===== src/rtl/mxp_pkg.sv =====
package mxp_pkg;
  localparam int SEG_W  = 4;
  localparam int BYTE_W = 8;
  localparam int IDX_W  = $clog2(BYTE_W);
  typedef logic [SEG_W-1:0]  seg_t;
  typedef logic [BYTE_W-1:0] byte_t;
endpackage


===== src/rtl/mxp_unpack.sv =====
module mxp_unpack
  import mxp_pkg::*;
#(
  parameter int PIX_W = 16
) (
  input  logic             clk,
  input  logic             rst_n,
  input  logic             load,
  input  logic [PIX_W-1:0] load_pixels,
  input  logic             in_valid,
  input  byte_t            in_data,
  input  logic             step_pix,
  output logic             in_ready,
  output logic             have_byte,
  output logic             pix_bit,
  output logic             last_pix
);
  byte_t            cur_q, cur_n;
  logic             have_q, have_n;
  logic [IDX_W-1:0] idx_q, idx_n;
  logic [PIX_W-1:0] left_q, left_n;
  logic             in_fire;

  assign in_ready  = !have_q && (left_q != '0);
  assign in_fire   = in_valid && in_ready;
  assign have_byte = have_q;
  assign pix_bit   = cur_q[idx_q];
  assign last_pix  = (left_q == PIX_W'(1));

  always_comb begin
    cur_n  = cur_q;
    have_n = have_q;
    idx_n  = idx_q;
    left_n = left_q;
    if (load) begin
      left_n = load_pixels;
    end
    if (in_fire) begin
      cur_n  = in_data;
      have_n = 1'b1;
      idx_n  = '0;
    end
    if (step_pix) begin
      left_n = left_q - PIX_W'(1);
      idx_n  = idx_q + IDX_W'(1);
      if (idx_q == IDX_W'(BYTE_W - 1) || last_pix) begin
        have_n = 1'b0;
      end
    end
  end

  always_ff @(posedge clk or negedge rst_n) begin
    if (!rst_n) begin
      cur_q  <= '0;
      have_q <= 1'b0;
      idx_q  <= '0;
      left_q <= '0;
    end else begin
      if (in_fire) cur_q <= cur_n;
      if (in_fire || step_pix) begin
        have_q <= have_n;
        idx_q  <= idx_n;
      end
      if (load || step_pix) left_q <= left_n;
    end
  end
endmodule


===== src/rtl/mxp_repl.sv =====
module mxp_repl #(
  parameter int REP_W = 3
) (
  input  logic             clk,
  input  logic             rst_n,
  input  logic             load,
  input  logic [REP_W-1:0] load_reps,
  input  logic             step,
  output logic             pix_done
);
  logic [REP_W-1:0] reps_q, reps_n;
  logic [REP_W-1:0] cnt_q, cnt_n;

  assign pix_done = (cnt_q == reps_q - REP_W'(1));

  always_comb begin
    reps_n = reps_q;
    cnt_n  = cnt_q;
    if (load) begin
      reps_n = load_reps;
      cnt_n  = '0;
    end else if (step) begin
      cnt_n = pix_done ? '0 : cnt_q + REP_W'(1);
    end
  end

  always_ff @(posedge clk or negedge rst_n) begin
    if (!rst_n) begin
      reps_q <= REP_W'(1);
      cnt_q  <= '0;
    end else begin
      if (load) reps_q <= reps_n;
      if (load || step) cnt_q <= cnt_n;
    end
  end
endmodule


===== src/rtl/mxp_pack.sv =====
module mxp_pack
  import mxp_pkg::*;
(
  input  logic  clk,
  input  logic  rst_n,
  input  logic  seg_go,
  input  seg_t  seg_val,
  input  logic  seg_last,
  input  logic  out_ready,
  output logic  accept,
  output logic  out_valid,
  output byte_t out_data,
  output logic  out_last
);
  seg_t  lo_q, lo_n;
  logic  lo_full_q, lo_full_n;
  byte_t ob_q, ob_n;
  logic  ov_q, ov_n;
  logic  ol_q, ol_n;
  logic  emit;

  assign accept    = !ov_q || out_ready;
  assign emit      = seg_go && (lo_full_q || seg_last);
  assign out_valid = ov_q;
  assign out_data  = ob_q;
  assign out_last  = ol_q;

  always_comb begin
    lo_n      = lo_q;
    lo_full_n = lo_full_q;
    ob_n      = ob_q;
    ov_n      = ov_q;
    ol_n      = ol_q;
    if (ov_q && out_ready) ov_n = 1'b0;
    if (seg_go && !emit) begin
      lo_n      = seg_val;
      lo_full_n = 1'b1;
    end
    if (emit) begin
      ob_n      = lo_full_q ? {seg_val, lo_q} : {SEG_W'(0), seg_val};
      lo_full_n = 1'b0;
      ov_n      = 1'b1;
      ol_n      = seg_last;
    end
  end

  always_ff @(posedge clk or negedge rst_n) begin
    if (!rst_n) begin
      lo_q      <= '0;
      lo_full_q <= 1'b0;
      ob_q      <= '0;
      ov_q      <= 1'b0;
      ol_q      <= 1'b0;
    end else begin
      if (seg_go) begin
        lo_q      <= lo_n;
        lo_full_q <= lo_full_n;
      end
      if (emit) begin
        ob_q <= ob_n;
        ol_q <= ol_n;
      end
      ov_q <= ov_n;
    end
  end
endmodule


===== src/rtl/mono_gray_expander.sv =====
module mono_gray_expander
  import mxp_pkg::*;
#(
  parameter int PIX_W = 16,
  parameter int REP_W = 3
) (
  input  logic             clk,
  input  logic             rst_n,
  input  logic             start,
  input  logic [PIX_W-1:0] cfg_pixels,
  input  logic [REP_W-1:0] cfg_reps,
  input  logic             in_valid,
  input  logic [7:0]       in_data,
  output logic             in_ready,
  output logic             out_valid,
  output logic [7:0]       out_data,
  output logic             out_last,
  input  logic             out_ready,
  output logic             done
);
  logic run_q, run_n;
  logic done_q, done_n;
  logic load, have_byte, pix_bit, last_pix, pix_done;
  logic accept, seg_go, step_pix, seg_last, out_fire;
  seg_t seg_val;

  assign load     = start && !run_q && (cfg_pixels != '0) && (cfg_reps != '0);
  assign seg_go   = have_byte && accept;
  assign step_pix = seg_go && pix_done;
  assign seg_last = last_pix && pix_done;
  assign seg_val  = {SEG_W{pix_bit}};
  assign out_fire = out_valid && out_ready;
  assign done     = done_q;

  always_comb begin
    run_n  = run_q;
    done_n = out_fire && out_last;
    if (load) run_n = 1'b1;
    else if (out_fire && out_last) run_n = 1'b0;
  end

  always_ff @(posedge clk or negedge rst_n) begin
    if (!rst_n) begin
      run_q  <= 1'b0;
      done_q <= 1'b0;
    end else begin
      run_q  <= run_n;
      done_q <= done_n;
    end
  end

  mxp_unpack #(.PIX_W(PIX_W)) u_unpack (
    .clk(clk), .rst_n(rst_n), .load(load), .load_pixels(cfg_pixels),
    .in_valid(in_valid), .in_data(in_data), .step_pix(step_pix),
    .in_ready(in_ready), .have_byte(have_byte), .pix_bit(pix_bit),
    .last_pix(last_pix)
  );

  mxp_repl #(.REP_W(REP_W)) u_repl (
    .clk(clk), .rst_n(rst_n), .load(load), .load_reps(cfg_reps),
    .step(seg_go), .pix_done(pix_done)
  );

  mxp_pack u_pack (
    .clk(clk), .rst_n(rst_n), .seg_go(seg_go), .seg_val(seg_val),
    .seg_last(seg_last), .out_ready(out_ready), .accept(accept),
    .out_valid(out_valid), .out_data(out_data), .out_last(out_last)
  );
endmodule


===== config.mk =====
export PLATFORM = sky130hd
export DESIGN_NAME = mono_gray_expander
export DESIGN_NICKNAME = d
export VERILOG_FILES = /design/src/rtl/mxp_pkg.sv /design/src/rtl/mxp_unpack.sv /design/src/rtl/mxp_repl.sv /design/src/rtl/mxp_pack.sv /design/src/rtl/mono_gray_expander.sv
export SDC_FILE = /design/constraint.sdc
export NUM_CORES = 1
export LEC_CHECK = 0
export BUFFER_PORTS_ARGS = -buffer_cell sky130_fd_sc_hd__buf_2
export CAP_MARGIN = 20
export CORE_UTILIZATION = 27
export CTS_CLUSTER_DIAMETER = 120
export DETAILED_ROUTE_END_ITERATION = 10
export MAX_ROUTING_LAYER = met4
export SLEW_MARGIN = 20
export SYNTH_ARGS = -nofsm -noshare
export SYNTH_HDL_FRONTEND = slang
export SYNTH_SLANG_ARGS = --single-unit
export TNS_END_PERCENT = 5

===== constraint.sdc =====
create_clock -name clk -period 7.05 [get_ports clk]
set_input_delay 0.3525 -clock clk [delete_from_list [all_inputs] [get_ports clk]]
set_output_delay 0.3525 -clock clk [all_outputs]
set_load 0.1 [all_outputs]

==> results of run 1 <==
==> placed cells by master (no fill, tap or decap), drive strengths merged, types with 2 or more instances in the layout <==
| cell type | n |
|---|---|
| a21boi | 2 |
| a21oi | 5 |
| a221o | 9 |
| and3 | 4 |
| buf | 43 |
| bufinv | 2 |
| clkbuf | 6 |
| dfrtp | 41 |
| ha | 6 |
| inv | 11 |
| mux2 | 11 |
| mux2i | 2 |
| mux4 | 2 |
| nand2 | 20 |
| nand2b | 2 |
| nand3 | 9 |
| nand4 | 4 |
| nor2 | 20 |
| nor3 | 7 |
| nor4 | 9 |
| o21ai | 18 |
| o221a | 2 |
| or3 | 2 |
| or4 | 2 |
| xor2 | 3 |
==> registers in the layout, indices dropped and copies added (netlist names) <==
| register | count |
|---|---|
| u_pack.lo_q | 1 |
| u_unpack.idx_q | 3 |
| done | 1 |
| u_repl.reps_q | 3 |
| u_unpack.cur_q | 8 |
| u_unpack.have_byte | 1 |
| u_repl.cnt_q | 3 |
| u_pack.out_last | 1 |
| u_pack.out_valid | 1 |
| u_pack.out_data | 2 |
| u_unpack.left_q | 16 |
| u_pack.lo_full_q | 1 |
| run_q | 1 |
==> power by group <==
group | total (mW) | internal (mW) | leakage [nW] | switching, mW
logic | 0.493 | 0.142 | 0.674 | 0.352
clock network | 0.237 | 0.151 | 0.0714 | 0.0862
registers | 0.365 | 0.302 | 0.526 | 0.0632
total | 1.10 | 0.595 | 1.27 | 0.501
==> worst register-to-register path, delay by kind of cell, from the launching register on <==
family,cells,cell delay (ps)
AOI/OAI and AO/OA,1,220
adders and majority gates,1,290
and+or+nand+nor,3,1220
xor gates and xnor gates,1,180
DFF,1,540
buffers and inverters,1,50
==> routing by layer <==
layer | vias to the layer above | track usage
met1 | 887 | 0.172
met4 | 0 | 0.0385
met5 | - | -
met2 | 45 | 0.214
li1 | 891 | -
met3 | 6 | 0.0332
==> logic make-up (layout without fill, tap and decap cells) <==
| group | count (synthesis) | count (layout) | synth area share |
|---|---|---|---|
| AO/OA/AOI/OAI | 46 | 46 | 0.152 |
| buffers and inverters | 24 | 62 | 0.0532 |
| adder cells (fa/ha/maj) | 6 | 6 | 0.0329 |
| XOR/XNOR | 5 | 5 | 0.0252 |
| flip-flops | 42 | 42 | 0.461 |
| multiplexers | 15 | 15 | 0.0828 |
| AND/OR/NAND/NOR | 85 | 85 | 0.193 |
==> how the worst max path moves through the flow <==
stage               slack [ps]             endpoint
floorplan                 4460             in_ready
global placement          4370  u_unpack.left_q[13]
detailed placement        4250   u_unpack.left_q[9]
CTS                       4250  u_unpack.left_q[10]
global route              4340             in_ready
finish                    4440  u_unpack.left_q[13]
==> final cells by class <==
class	count	share of cell area
clock buffer	6	0.0306
clock inverter	2	0.0223
inverter	11	0.0153
multi-input combinational	157	0.413
sequential	42	0.390
tap	105	0.0487
timing repair buffer	43	0.0798
==> stage by stage <==
stage          total power [mW]  cell area [µm²]   util
6_report                   1.10             2700  0.328
5_1_grt                    1.16             2700  0.328
4_1_cts                    1.10             2690  0.328
3_5_place_dp              0.863             2550  0.310
3_3_place_gp              0.855             2550  0.310
2_1_floorplan             0.789             2280      -
==> results.cfg, run 1 <==
[global_route]
antenna_found_initial = 0
grt_max_degree = 43
grt_overflow = 0
grt_pass1_wl_mm = 8.89
track_usage = 0.135
first_global_vias = 1747

[critical_path]
rr_worst_depth = 7
crit_type = reg2reg
critPathLaunchType = flop
crit_required_ps = 7240
cp_num_buf_inv = 1
worstReg2RegEnd = u_unpack.left_q[13]
worstReg2RegStart = u_repl.reps_q[0]
slowest_stage = or2_2
crit_chain = inv_1, ha_1, xor2_1, nand3_2, or2_2, or4_1, a31o_1
critPathTopFamily = simple AND/OR/NAND/NOR gates
worstPathArrival_ps = 2800
path_depth = 7
end_kind = flop
reg2reg_slack_ps = 4440
max_stage_delay_ps = 550
crit_path_start = u_repl.reps_q[0]
cp_max_fo = 34

[detailed_routing]
first_pass_iters = 4
drtIter0Drc = 118
wl_met2_mm = 2.58
wirelength_mm = 5.36
post_drt_wl_per_cell_um = 14.7
ant_nets = 0
highest_layer = met4
dr_wl_met3_um = 290
drt-met1-wl_mm = 2.44
drc = 0
routed_via_density = 5.00
vias = 1829

[power_and_ir_drop]
p_leak_nw = 1.27
vdd_drop_max_uv = 138
cellPowerDensity_nw_per_um2 = 406

[timing]
slew_headroom = 0.369
fmax_ghz = 0.384
drv_slew = 0
final-setup-viol-count = 0
hold_violations = 0
rsz0062_at_grt = no
fin_tns_setup_ps = 0
min_period_ps = 2610
whs_ps = 197
setup_ws_ps = 4440
final.setup_skew_ps = 6.72
period_share = 0.370
worst_pin_slew_ps = 947

[die]
die-area_um2 = 8820
core_area_um2 = 8220
die_x_um = 93.9
initial_core_util = 0.278
fp.dieH_um = 93.9
placementRows = 33
num_io_pins = 44

[clock_network]
clkTransAtPathRegs_ps = 80
clock-sinks = 42
cts.path.max_buffers = 2
post_cts_resized = 0
post-cts-setup-buffers = 0
hold_buffers = 0
clk_latency_ps = 300
htreeDepth = 2
cts_buffers = 5
cts_tree = yes
clock-root-buffer = clkbuf_8

[placed_design]
dp_hpwl_mm = 3.92
placed_cells = 358
gp_congestion = 0.782
place_ws_ps = 4250
port_buffers = 43

[logic_synthesis]
yosysSeqAreaShare = 0.461
netlist_instances = 223
yosysTopAreaCell = dfrtp_1
yosysTopAreaCellShare = 0.450
yosys_register_bits = 42
synthesis.area_um2 = 2280
netlist-cell-type-count = 48
yosysMostFrequentCell = dfrtp_1
yosys_most_used_dff = dfrtp_1
syn_avg_cell_area_um2 = 10.2
syn_nets = 261
ys.warnings.count = 0
synth.area.top_cells = dfrtp_1 45%, mux2_2 5.4%, a221o_1 3.9%, o21ai_0 3.7%, ha_1 3.3%
synth_commonest_cells = 41 x dfrtp_1, 20 x nand2_1, 20 x nor2_1
synth_edf_count = 0
synthArstFlopShare = 1.00

[status]
outcome = finished clean

[job]
drv_cap = 0

[layout]
fin_nets = 298
multi_input_area_um2 = 1110
layoutNonFillerInstCount = 366
area_growth_pct = 18.2
drive_above_1_share = 0.284
regArea_um2 = 1050
antenna_cells = 0
nFillCells = 833

[hold_path]
hp-class = in2async
(Power assumes the default switching activity.)
==> inputs of run 2 (changes only) <==
==> constraint.sdc (replaced) <==
create_clock -name clk -period 2.5 [get_ports clk]
set_input_delay 0.125 -clock clk [delete_from_list [all_inputs] [get_ports clk]]
set_output_delay 0.125 -clock clk [all_outputs]
set_load 0.1 [all_outputs]
==> run 2 against run 1 <==
  * The run now ends with negative hold slack left
  * Register-to-register slack lost 4200 ps
  * Highest routed layer unchanged
  * Worst setup slack worse by 4200 ps
  * Critical endpoint unchanged
  * Total power grew to 2.7 times the previous value
==> results.cfg, run 2 (synthesized netlist as in run 1, its figures left out) <==
[detailed_routing]
wirelength_mm = 5.49
drtIter0Drc = 109
first_pass_iters = 4
ant_nets = 0
post_drt_wl_per_cell_um = 14.6
drc = 0
vias = 1878
routed_via_density = 5.01

[die]
die_x_um = 93.9
num_io_pins = 44
fp.dieH_um = 93.9
die-area_um2 = 8820
placementRows = 33
core_area_um2 = 8220
initial_core_util = 0.278

[timing]
worst_pin_slew_ps = 971
slew_headroom = 0.353
min_period_ps = 2280
period_share = 0.914
hold_violations = 41
whs_ps = -23.6
final.setup_skew_ps = 6.86
setup_ws_ps = 216
drv_slew = 0
fin_tns_setup_ps = 0
final-setup-viol-count = 0
fmax_ghz = 0.438
rsz0062_at_grt = no

[critical_path]
rr_worst_depth = 7
crit_type = reg2reg
cp_max_fo = 5
crit_required_ps = 2700
end_kind = flop
worstPathArrival_ps = 2480
reg2reg_slack_ps = 220
critPathLaunchType = flop
worstReg2RegEnd = u_unpack.left_q[13]
crit_path_start = u_repl.reps_q[0]
worstReg2RegStart = u_repl.reps_q[0]

[layout]
nFillCells = 858
regArea_um2 = 1050
final_common_cell = buf_2
layout_common_cells = 43 x buf_2, 41 x dfrtp_1, 20 x nor2_1, 20 x nand2_1, 17 x o21ai_0
fin_nets = 307
reg_top3 = u_unpack.left_q (16), u_unpack.cur_q (8)
multi_input_area_um2 = 1110
fin_util = 0.331
layoutNonFillerInstCount = 375
drive_above_1_share = 0.300
largest-register = u_unpack.left_q
largest_register_ffs = 16
antenna_cells = 0
area_growth_pct = 19.1

[clock_network]
post_cts_resized = 0
htreeDepth = 2
hold_buffers = 0
cts_buffers = 5
clock-sinks = 42
clk_latency_ps = 300
cts_tree = yes
post-cts-setup-buffers = 0
clock-root-buffer = clkbuf_8
cts.path.max_buffers = 2
clkTransAtPathRegs_ps = 90

[power_and_ir_drop]
cellPowerDensity_nw_per_um2 = 1070
vdd_drop_max_uv = 413
p_leak_nw = 1.29

[global_route]
grt_pass1_wl_mm = 9.07
first_global_vias = 1864
antenna_found_initial = 0
track_usage = 0.138
use_met1 = 0.170
grt-busiest-layer = met2
grt_overflow = 0
grt_max_degree = 43
use_met3 = 0.0307
met2_usage = 0.227

[placed_design]
place_ws_ps = 207
gp_congestion = 0.821
placed_cells = 367
dp_hpwl_mm = 4.09
port_buffers = 43

[hold_path]
hp-class = in2async

[status]
outcome = finished, violations left
violations = negative hold slack

[job]
drv_cap = 0
## run 2: changes by cell type in the layout (fill, tap and decap cells not counted), sizes merged
cell / change
buf: +9
bufinv: -2
clkbuf: -1
clkinv: +2
clkinvlp: +1
## run 2: power breakdown
part           switching, mW  total [mW]  internal, mW
Clock                  0.253       0.449         0.196
Sequential             0.181        1.03         0.851
Combinational          0.989        1.43         0.438
## run 2: area by class of cell
type | instances | share of cell area
Tap cell | 105 | 0.0483
Clock buffer | 5 | 0.0253
Sequential cell | 42 | 0.387
Clock inverter | 3 | 0.00782
Inverter | 11 | 0.0152
Multi-Input combinational cell | 157 | 0.408
Timing Repair Buffer | 52 | 0.109
## run 2: metrics by stage
step                total power [mW]  instance area (µm²)
finish                          2.91                 2720
global placement                2.46                 2630
floorplan                       2.23                 2280
CTS                             2.94                 2720
global route                    3.10                 2720
detailed placement              2.48                 2630
## run 2: per-layer routing
| metal | part of all wire | vias up |
|---|---|---|
| met5 | 0 | - |
| met4 | 0.013 | 0 |
| li1 | - | 909 |
| met1 | 0.45 | 919 |
| met2 | 0.49 | 43 |
| met3 | 0.041 | 7 |
## run 2: worst max-delay path, stage by stage, from the launching register on
cell     delay (ps)
dfstp_2         540
inv_1            50
ha_1            290
xor2_1          170
nand3_2         120
or2_1           270
or4_1           480
a31o_1          240
## run 2: how the worst max path moves through the flow
stage / to / cells after the start / slack [ps]
after floorplan: in_ready / 5 / 130
after global placement: u_unpack.left_q[13] / 7 / 280
after detailed placement: u_unpack.left_q[13] / 7 / 210
after CTS: u_unpack.left_q[13] / 7 / 210
after global routing: u_pack.out_data[3] / 8 / 120
final: u_unpack.left_q[13] / 7 / 220
